$ cat src/rtl/pwl_pkg.sv
package pwl_pkg;
  localparam int WW = 8;           // width setting bits
  localparam int CW = WW + 1;      // width counter bits (holds 2N)

  // Index of the tick that ends a pulse: ticks are numbered 0..2N.
  function automatic logic [CW-1:0] last_tick_idx(input logic [WW-1:0] n);
    return {n, 1'b0};
  endfunction

  // All-ones setting selects 50% duty toggle mode.
  function automatic logic is_toggle_mode(input logic [WW-1:0] n);
    return n == {WW{1'b1}};
  endfunction

  // Terminal count of the interval divider.
  function automatic logic [WW-1:0] div_last(input logic [WW-1:0] iv);
    return iv - {{(WW-1){1'b0}}, 1'b1};
  endfunction
endpackage

$ cat src/rtl/pwl_tick_gen.sv
module pwl_tick_gen
  import pwl_pkg::*;
(
  input  logic          clk,
  input  logic          rst_n,
  input  logic          sample_tick,
  input  logic [WW-1:0] interval,
  output logic          tick
);
  logic [WW-1:0] cnt;
  logic          div_wrap;

  assign div_wrap = (cnt >= div_last(interval));
  assign tick     = (interval == '0) ? sample_tick : div_wrap;

  always_ff @(posedge clk) begin
    if (!rst_n || interval == '0) cnt <= '0;
    else if (div_wrap)            cnt <= '0;
    else                          cnt <= cnt + 1'b1;
  end

  // with a steady divider above 1, two ticks never fall on adjacent cycles
  assert_tick_spacing_R3: assert property (@(posedge clk) disable iff (!rst_n)
    (interval > 8'd1 && tick) |=> (!tick || interval != $past(interval)));
endmodule

$ cat src/rtl/pwl_req_queue.sv
module pwl_req_queue #(
  parameter int DEPTH = 4
) (
  input  logic clk,
  input  logic rst_n,
  input  logic push,
  input  logic pop,
  output logic empty,
  output logic overflow
);
  localparam int QW = $clog2(DEPTH + 1);

  logic [QW-1:0] occ;
  logic          full;
  logic          drop_evt;
  logic          push_ok;

  assign empty    = (occ == '0);
  assign full     = (occ == QW'(DEPTH));
  assign drop_evt = push && full && !pop;
  assign push_ok  = push && !drop_evt;

  always_ff @(posedge clk) begin
    if (!rst_n) begin
      occ      <= '0;
      overflow <= 1'b0;
    end else begin
      if (push_ok && !pop)      occ <= occ + 1'b1;
      else if (pop && !push_ok) occ <= occ - 1'b1;
      if (drop_evt) overflow <= 1'b1;
    end
  end

  assert_queue_bound_R7: assert property (@(posedge clk) disable iff (!rst_n)
    occ <= QW'(DEPTH));
  assert_overflow_sticky_R7: assert property (@(posedge clk) disable iff (!rst_n)
    overflow |=> overflow);
  assert_drop_flags_R7: assert property (@(posedge clk) disable iff (!rst_n)
    drop_evt |=> overflow);
  assert_no_pop_empty_R6: assert property (@(posedge clk) disable iff (!rst_n)
    pop |-> !empty);
endmodule

$ cat src/rtl/pwl_width_ctl.sv
module pwl_width_ctl
  import pwl_pkg::*;
(
  input  logic          clk,
  input  logic          rst_n,
  input  logic          tick,
  input  logic          start,
  input  logic          toggle_req,
  input  logic [WW-1:0] max_width,
  output logic          active
);
  logic [CW-1:0] wcnt;
  logic          toggle_mode;
  logic          end_evt;

  assign toggle_mode = is_toggle_mode(max_width);
  assign end_evt     = active && tick && !toggle_mode && (wcnt == last_tick_idx(max_width));

  always_ff @(posedge clk) begin
    if (!rst_n) begin
      active <= 1'b0;
      wcnt   <= '0;
    end else if (start) begin
      active <= 1'b1;
      wcnt   <= '0;
    end else if (toggle_req) begin
      active <= ~active;
      wcnt   <= '0;
    end else if (end_evt) begin
      active <= 1'b0;
    end else if (active && tick && !toggle_mode) begin
      wcnt   <= wcnt + 1'b1;
    end
  end

  assert_end_clears_R2: assert property (@(posedge clk) disable iff (!rst_n)
    (end_evt && !start && !toggle_req) |=> !active);
  assert_toggle_flips_R4: assert property (@(posedge clk) disable iff (!rst_n)
    (toggle_req && !start) |=> (active != $past(active)));
  assert_start_sets_R9: assert property (@(posedge clk) disable iff (!rst_n)
    start |=> active);
endmodule

$ cat src/rtl/pwl_pulse_limiter.sv
module pwl_pulse_limiter
  import pwl_pkg::*;
#(
  parameter int QDEPTH = 4
) (
  input  logic       clk,
  input  logic       rst_n,
  input  logic       sample_tick,
  input  logic       pulse_req,
  input  logic [7:0] cfg_max_width,
  input  logic [7:0] cfg_interval,
  input  logic       cfg_invert,
  output logic       pulse_out,
  output logic       overflow
);
  logic tick;
  logic active;
  logic q_empty;
  logic toggle_mode;
  logic bypass;
  logic busy;
  logic start_now;
  logic q_push;
  logic q_pop;
  logic toggle_req;

  assign toggle_mode = is_toggle_mode(cfg_max_width);
  assign bypass      = (cfg_interval == '0);
  assign busy        = active || !q_empty;
  assign toggle_req  = pulse_req && toggle_mode;
  assign start_now   = pulse_req && !toggle_mode && (bypass || !busy);
  assign q_push      = pulse_req && !toggle_mode && !bypass && busy;
  assign q_pop       = !bypass && !toggle_mode && !active && !q_empty && tick;

  pwl_tick_gen u_tick (
    .clk(clk), .rst_n(rst_n), .sample_tick(sample_tick),
    .interval(cfg_interval), .tick(tick)
  );

  pwl_req_queue #(.DEPTH(QDEPTH)) u_queue (
    .clk(clk), .rst_n(rst_n), .push(q_push), .pop(q_pop),
    .empty(q_empty), .overflow(overflow)
  );

  pwl_width_ctl u_width (
    .clk(clk), .rst_n(rst_n), .tick(tick), .start(start_now || q_pop),
    .toggle_req(toggle_req), .max_width(cfg_max_width), .active(active)
  );

  assign pulse_out = active ? cfg_invert : ~cfg_invert;

  assert_bypass_retrigger_R5: assert property (@(posedge clk) disable iff (!rst_n)
    (pulse_req && bypass && !toggle_mode) |=> active);
  assert_queue_hold_R6: assert property (@(posedge clk) disable iff (!rst_n)
    (q_push && active) |=> (active || !q_empty || overflow));
  assert_idle_start_R9: assert property (@(posedge clk) disable iff (!rst_n)
    (pulse_req && !toggle_mode && !busy) |=> active);
endmodule

$ cat config.mk
export PLATFORM = sky130hd
export DESIGN_NAME = pwl_pulse_limiter
export DESIGN_NICKNAME = d
export VERILOG_FILES = /design/src/rtl/pwl_pkg.sv /design/src/rtl/pwl_tick_gen.sv /design/src/rtl/pwl_req_queue.sv /design/src/rtl/pwl_width_ctl.sv /design/src/rtl/pwl_pulse_limiter.sv
export SDC_FILE = /design/constraint.sdc
export NUM_CORES = 1
export LEC_CHECK = 0
export ABC_CLOCK_PERIOD_IN_PS = 5400
export BUFFER_PORTS_ARGS = -buffer_cell sky130_fd_sc_hd__buf_2
export CAP_MARGIN = 20
export CORE_ASPECT_RATIO = 0.8
export CORE_MARGIN = 2
export CORE_UTILIZATION = 56
export DETAILED_ROUTE_END_ITERATION = 10
export HOLD_SLACK_MARGIN = 0.02
export PLACE_DENSITY_LB_ADDON = 0.1
export SYNTH_ARGS = -nofsm -noshare
export SYNTH_HDL_FRONTEND = slang
export SYNTH_SLANG_ARGS = --single-unit
$ cat constraint.sdc
create_clock -name clk -period 5.4 [get_ports clk]
set_clock_uncertainty 0.15 [all_clocks]
set_input_delay 0.81 -clock clk [delete_from_list [all_inputs] [get_ports clk]]
set_output_delay 0.81 -clock clk [all_outputs]
set_load 0.005 [all_outputs]
Word level (Yosys, flattened, before mapping)
Index checks and enable logic that the tools add are counted.

Bits in registers: 22. Input bits: 21.

Add/sub/neg operators: 5. Magnitude comparators: 1. Equal/unequal tests: 3. Muxes and demuxes: 7. Bitwise logic cells: 4. Reductions and logical operators: 37.

Operator list (count): $logic_and A1 B1 Y1 (17); $add A9 B1 Y9 const B (1); $eq A9 B9 Y1 (1); $logic_not A1 Y1 (9); $add A8 B1 Y8 const B (1); $eq A8 B8 Y1 const B (1); $ge A8 B8 Y1 (1); $logic_not A8 Y1 (1); $sub A8 B1 Y8 const B (1); $mux W3 (2); $mux W1 (5); $logic_or A1 B1 Y1 (4); $not A1 Y1 (4); $add A3 B1 Y3 const B (1); $eq A3 B3 Y1 const B (1); $logic_not A3 Y1 (1); $reduce_bool A3 Y1 (1); $reduce_or A3 Y1 (1); $sub A3 B1 Y3 const B (1); $reduce_and A2 Y1 (1); $reduce_bool A2 Y1 (1); $reduce_or A2 Y1 (1).

Depth between registers and ports, before layout
Depth after elaboration: 14. Depth in mapped cells: 17.

Hierarchy
From an unflattened synthesis, not the netlist that was laid out.

Cell total of the unflattened synthesis: 188. Area, all modules: 1634.1 um^2.

Modules (own cells, without submodules): pwl_width_ctl (instances 1, cells an instance 79, area each 674.4 um^2, sequential area each 200.2 um^2); pwl_tick_gen (instances 1, cells an instance 71, area each 628.1 um^2, sequential area each 160.2 um^2); pwl_req_queue (instances 1, cells an instance 21, area each 207.7 um^2, sequential area each 80.1 um^2); pwl_pulse_limiter (instances 1, cells an instance 17, area each 123.9 um^2, sequential area each 0.0 um^2).

Worst setup path before layout
Ideal clock, no wire load.

Path type: input to register. From: input cfg_interval[2]. To: register u_queue.occ[2]. Data arrival time: 4.016 ns. Required time: 5.174 ns. Path slack: 1.158 ns. Stages on the path: 15. Path buffers: 0. Path through: or4_4 nor4_1 xnor2_1 ha_1 nand4_1 a31oi_1 nor3_1 o2111a_1 nor2_1 ha_1 inv_1 fa_1 xor2_1 or3_1 a21boi_0.

Cells in the longest elaborated chain, start to end: 13. Elaborated cells on any way between the ends: 21.

Ends and longest elaborated chain: start, declared (line pwl_pulse_limiter.sv:11) `input logic [7:0] cfg_interval,`; parallel branches: the longest is 13 deep, another holds $sub A8 B1 Y8; end signal, assigned (line pwl_req_queue.sv:28) `if (push_ok && !pop) occ <= occ + 1'b1;`; end signal, assigned (line pwl_req_queue.sv:29) `else if (pop && !push_ok) occ <= occ - 1'b1;`; end, declared (line pwl_req_queue.sv:13) `logic [QW-1:0] occ;`.

Several ways; the timed one is not identified. A chain may end at the register's enable or synchronous reset.

Worst setup path in the final report
Ends and elaborated chain as after synthesis.

==> impl_metrics.tcl <==
set metrics [dict create \
    yosys_warnings 0 \
    p_comb_share_pct 34.2 \
    cp_cell_sequence "buf_2 > or4_4 > nor4_1 > xnor2_1 > ha_1 > nand4_1 > a31oi_1 > nor3_1 > o2111a_1 > nor2_1 > ha_1 > inv_1 > fa_1 > xor2_1 > or3_1 > a21boi_0" \
    p_leak_nw 0.643 \
    avgRoutedWirePerCell_um 14.3 \
    drc 0 \
    startpoint_type "input pin" \
    p_clk_share_pct 20.6 \
    ys_seq_area_share_pct 28.2 \
    fmax_mhz 227 \
    nNetsFinal 242 \
    cts.reportedPaths.clkPinSlew_ns 0.13 \
    place.gp.congestion 0.931 \
    cts_tree "done" \
    setup_violations 0 \
    root_buffer "clkbuf_4" \
    fin_crit_sh_pct 81.7 \
    crit_cells 16 \
    die_area_sq_mm 0.00323 \
    cts_buffer_depth 2 \
    slew_headroom_pct 48.5 \
    grt_pass1_vias 1392 \
    rsz0062_at_grt "no" \
    worst_pin_slew_ns 0.772 \
    synth.avg_cell_area_sq_um 8.53 \
    die_h_um 51.2 \
    cts.sinks 22 \
    pre_cts_ws_ns 0.668 \
    hold_depth 1 \
    hp-class "reg2reg" \
    drtAntennaViolNets 0 \
    synthTopCellsByArea "dfxtp_1 (28%), ha_1 (10%), xnor2_1 (8.4%), xor2_1 (4.5%), a211oi_1 (4.3%)" \
    period_minus_slack_ns 4.41 \
    cts-htree-levels 1 \
    yosysTopAreaCell "dfxtp_1" \
    dr.pass1.iters 4 \
    synth_top_cell_area_share_pct 28.2 \
    synth-edff-count 0 \
    core_area_sq_mm 0.00270 \
    core.rowCount 17 \
    grt_first_pass_wirelength_mm 6.33 \
    dp_hpwl_mm 2.72 \
    port_buffers 22 \
    synth_cells 183 \
    reg2reg_depth 14 \
    antenna_found_initial 0 \
    drt-total-wl_mm 3.49 \
    seq_power_share_pct 45.2 \
    whs_ns 0.338 \
    num_vias 1435 \
    syn_area_sq_mm 0.00156 \
    async_reset_ff_share_pct 0 \
    critPathBufInv 2 \
    arrival_ns 4.50 \
    synth_cell_types 38 \
    critPathSlowestCell "or4_4" \
    maxSlewViolCount 0 \
    clk_latency_ns 0.31 \
    synth_ff_type "dfxtp_1" \
    syn-num-nets 218 \
    cpPeakStageDelay_ns 0.55 \
    area_growth_pct 11.7 \
    irDropWorstVdd_v 0.000193 \
    finalSetupTns_ns 0 \
    chipWidth_um 63.0 \
    p_sw_uw 169 \
    drive_above_1_share_pct 14.6 \
    numCtsBuffers 3 \
    crit_fanout 4 \
    crit_type "in2reg" \
    cp.required_ns 5.50 \
    track_usage_pct 24.8 \
    drv_cap 0 \
    netlist_top_cells_count "dfxtp_1 (22), nor2_1 (16), xnor2_1 (15)" \
    synth-seq-cells 22 \
    crit_top_cell "ha_1" \
    start_util_pct 57.8 \
    cts_resized 0 \
    first_iter_violations 85 \
    finalHoldViolations 0 \
    p_int_uw 289 \
    cp-end-kind "flip-flop" \
    switching_share_pct 36.9 \
    grt_overflow 0 \
    diodes 0 \
    ioPinCount 23 \
    p_per_area_mw_per_mm2 263 \
    fin_ws_ns 0.990 \
    hold_buffers 0 \
    via_per_inst 5.88 \
    crit_family "simple AND/OR/NAND/NOR gates" \
    synth_most_common_cell "dfxtp_1" \
    post_cts_buffers 0 \
    status "finished clean" \
    grt_max_degree 20 \
]
==> power by group through the flow <==
stage	registers, mW	clock network, mW	logic [mW]
after floorplan	0.197	0	0.121
after global placement	0.209	0	0.149
after detailed placement	0.210	0	0.155
after CTS	0.206	0.0976	0.157
after global routing	0.211	0.102	0.183
final	0.207	0.0945	0.157
==> sequential cells by signal, indices dropped and copies added (netlist names) <==
signal            count
u_width.wcnt          9
u_tick.cnt            8
u_queue.occ           3
u_queue.overflow      1
u_width.active        1
==> metrics by stage <==
| step | cell area [sq um] | power, mW | utilization, % | cells |
|---|---|---|---|---|
| final | 1740 | 0.459 | 64.5 | 244 |
| after global routing | 1740 | 0.495 | 64.5 | 244 |
| after CTS | 1740 | 0.461 | 64.5 | 244 |
| after detailed placement | 1710 | 0.365 | 63.2 | 240 |
| after global placement | 1710 | 0.358 | 63.2 | 240 |
| after floorplan | 1560 | 0.318 | - | 183 |
==> final timing paths <==
kind	start	end	slack (ns)
worst min register to register	u_queue.overflow$_SDFFE_PN0P_	u_queue.overflow$_SDFFE_PN0P_	0.34
worst max register to register	u_tick.cnt[0]$_SDFF_PP0_	u_queue.occ[2]$_SDFFE_PN0P_	1.90
worst max-delay path	cfg_interval[2]	u_queue.occ[2]$_SDFFE_PN0P_	0.99
worst min-delay path	u_queue.overflow$_SDFFE_PN0P_	u_queue.overflow$_SDFFE_PN0P_	0.34
==> layer usage <==
metal / track usage, % / routed length, um / vias to the layer above
met4: 5.93 / 17 / 0
met1: 35.1 / 1760 / 663
met5: 0 / 0 / -
li1: - / - / 726
met3: 5.51 / 209 / 2
met2: 38.3 / 1510 / 44
==> worst reg2reg max path: stages (launching register included) <==
cell and delay, ns:
dfxtp_1 0.47, inv_1 0.08, ha_1 0.27, and3_1 0.13, o21ai_0 0.07, a31oi_1 0.47
nor3_1 0.17, o2111a_1 0.28, nor2_1 0.10, ha_1 0.19, inv_1 0.06, fa_1 0.37
xor2_1 0.15, or3_1 0.30, a21boi_0 0.18
==> logic make-up (layout without fill, tap and decap cells) <==
| logic type | Yosys count | count (layout) | synth area share (%) |
|---|---|---|---|
| xor gates and xnor gates | 23 | 23 | 12.9 |
| DFF | 22 | 22 | 28.2 |
| muxes | 1 | 1 | 0.642 |
| adders and majority gates | 14 | 14 | 11.7 |
| and+or+nand+nor | 74 | 74 | 26.5 |
| buffers and inverters | 11 | 34 | 2.65 |
| AOI/OAI and AO/OA | 38 | 38 | 17.4 |
==> placed cells by master (no fill, tap or decap), types with 2 or more instances in the layout <==
master,instances
o211ai_1,3
o31ai_1,3
a21oi_1,3
and3_1,4
xnor2_1,15
nand4_1,6
nor3b_1,2
nor2b_1,2
inv_1,8
o21ai_0,10
or3_1,8
dfxtp_1,22
buf_2,22
nand3_1,12
a211oi_1,9
or4_1,4
nor2_1,16
nand2_1,10
a21boi_0,2
nor3_1,4
clkbuf_4,3
xor2_1,8
ha_1,13
==> layout make-up <==
class	instances	area, sq um
clock buffer	4	36.3
fill	248	958
inverter	8	30.0
multi-input combinational	150	1080
sequential	22	440
tap	38	47.5
timing repair buffer	22	110
(Power assumes the default switching activity.)
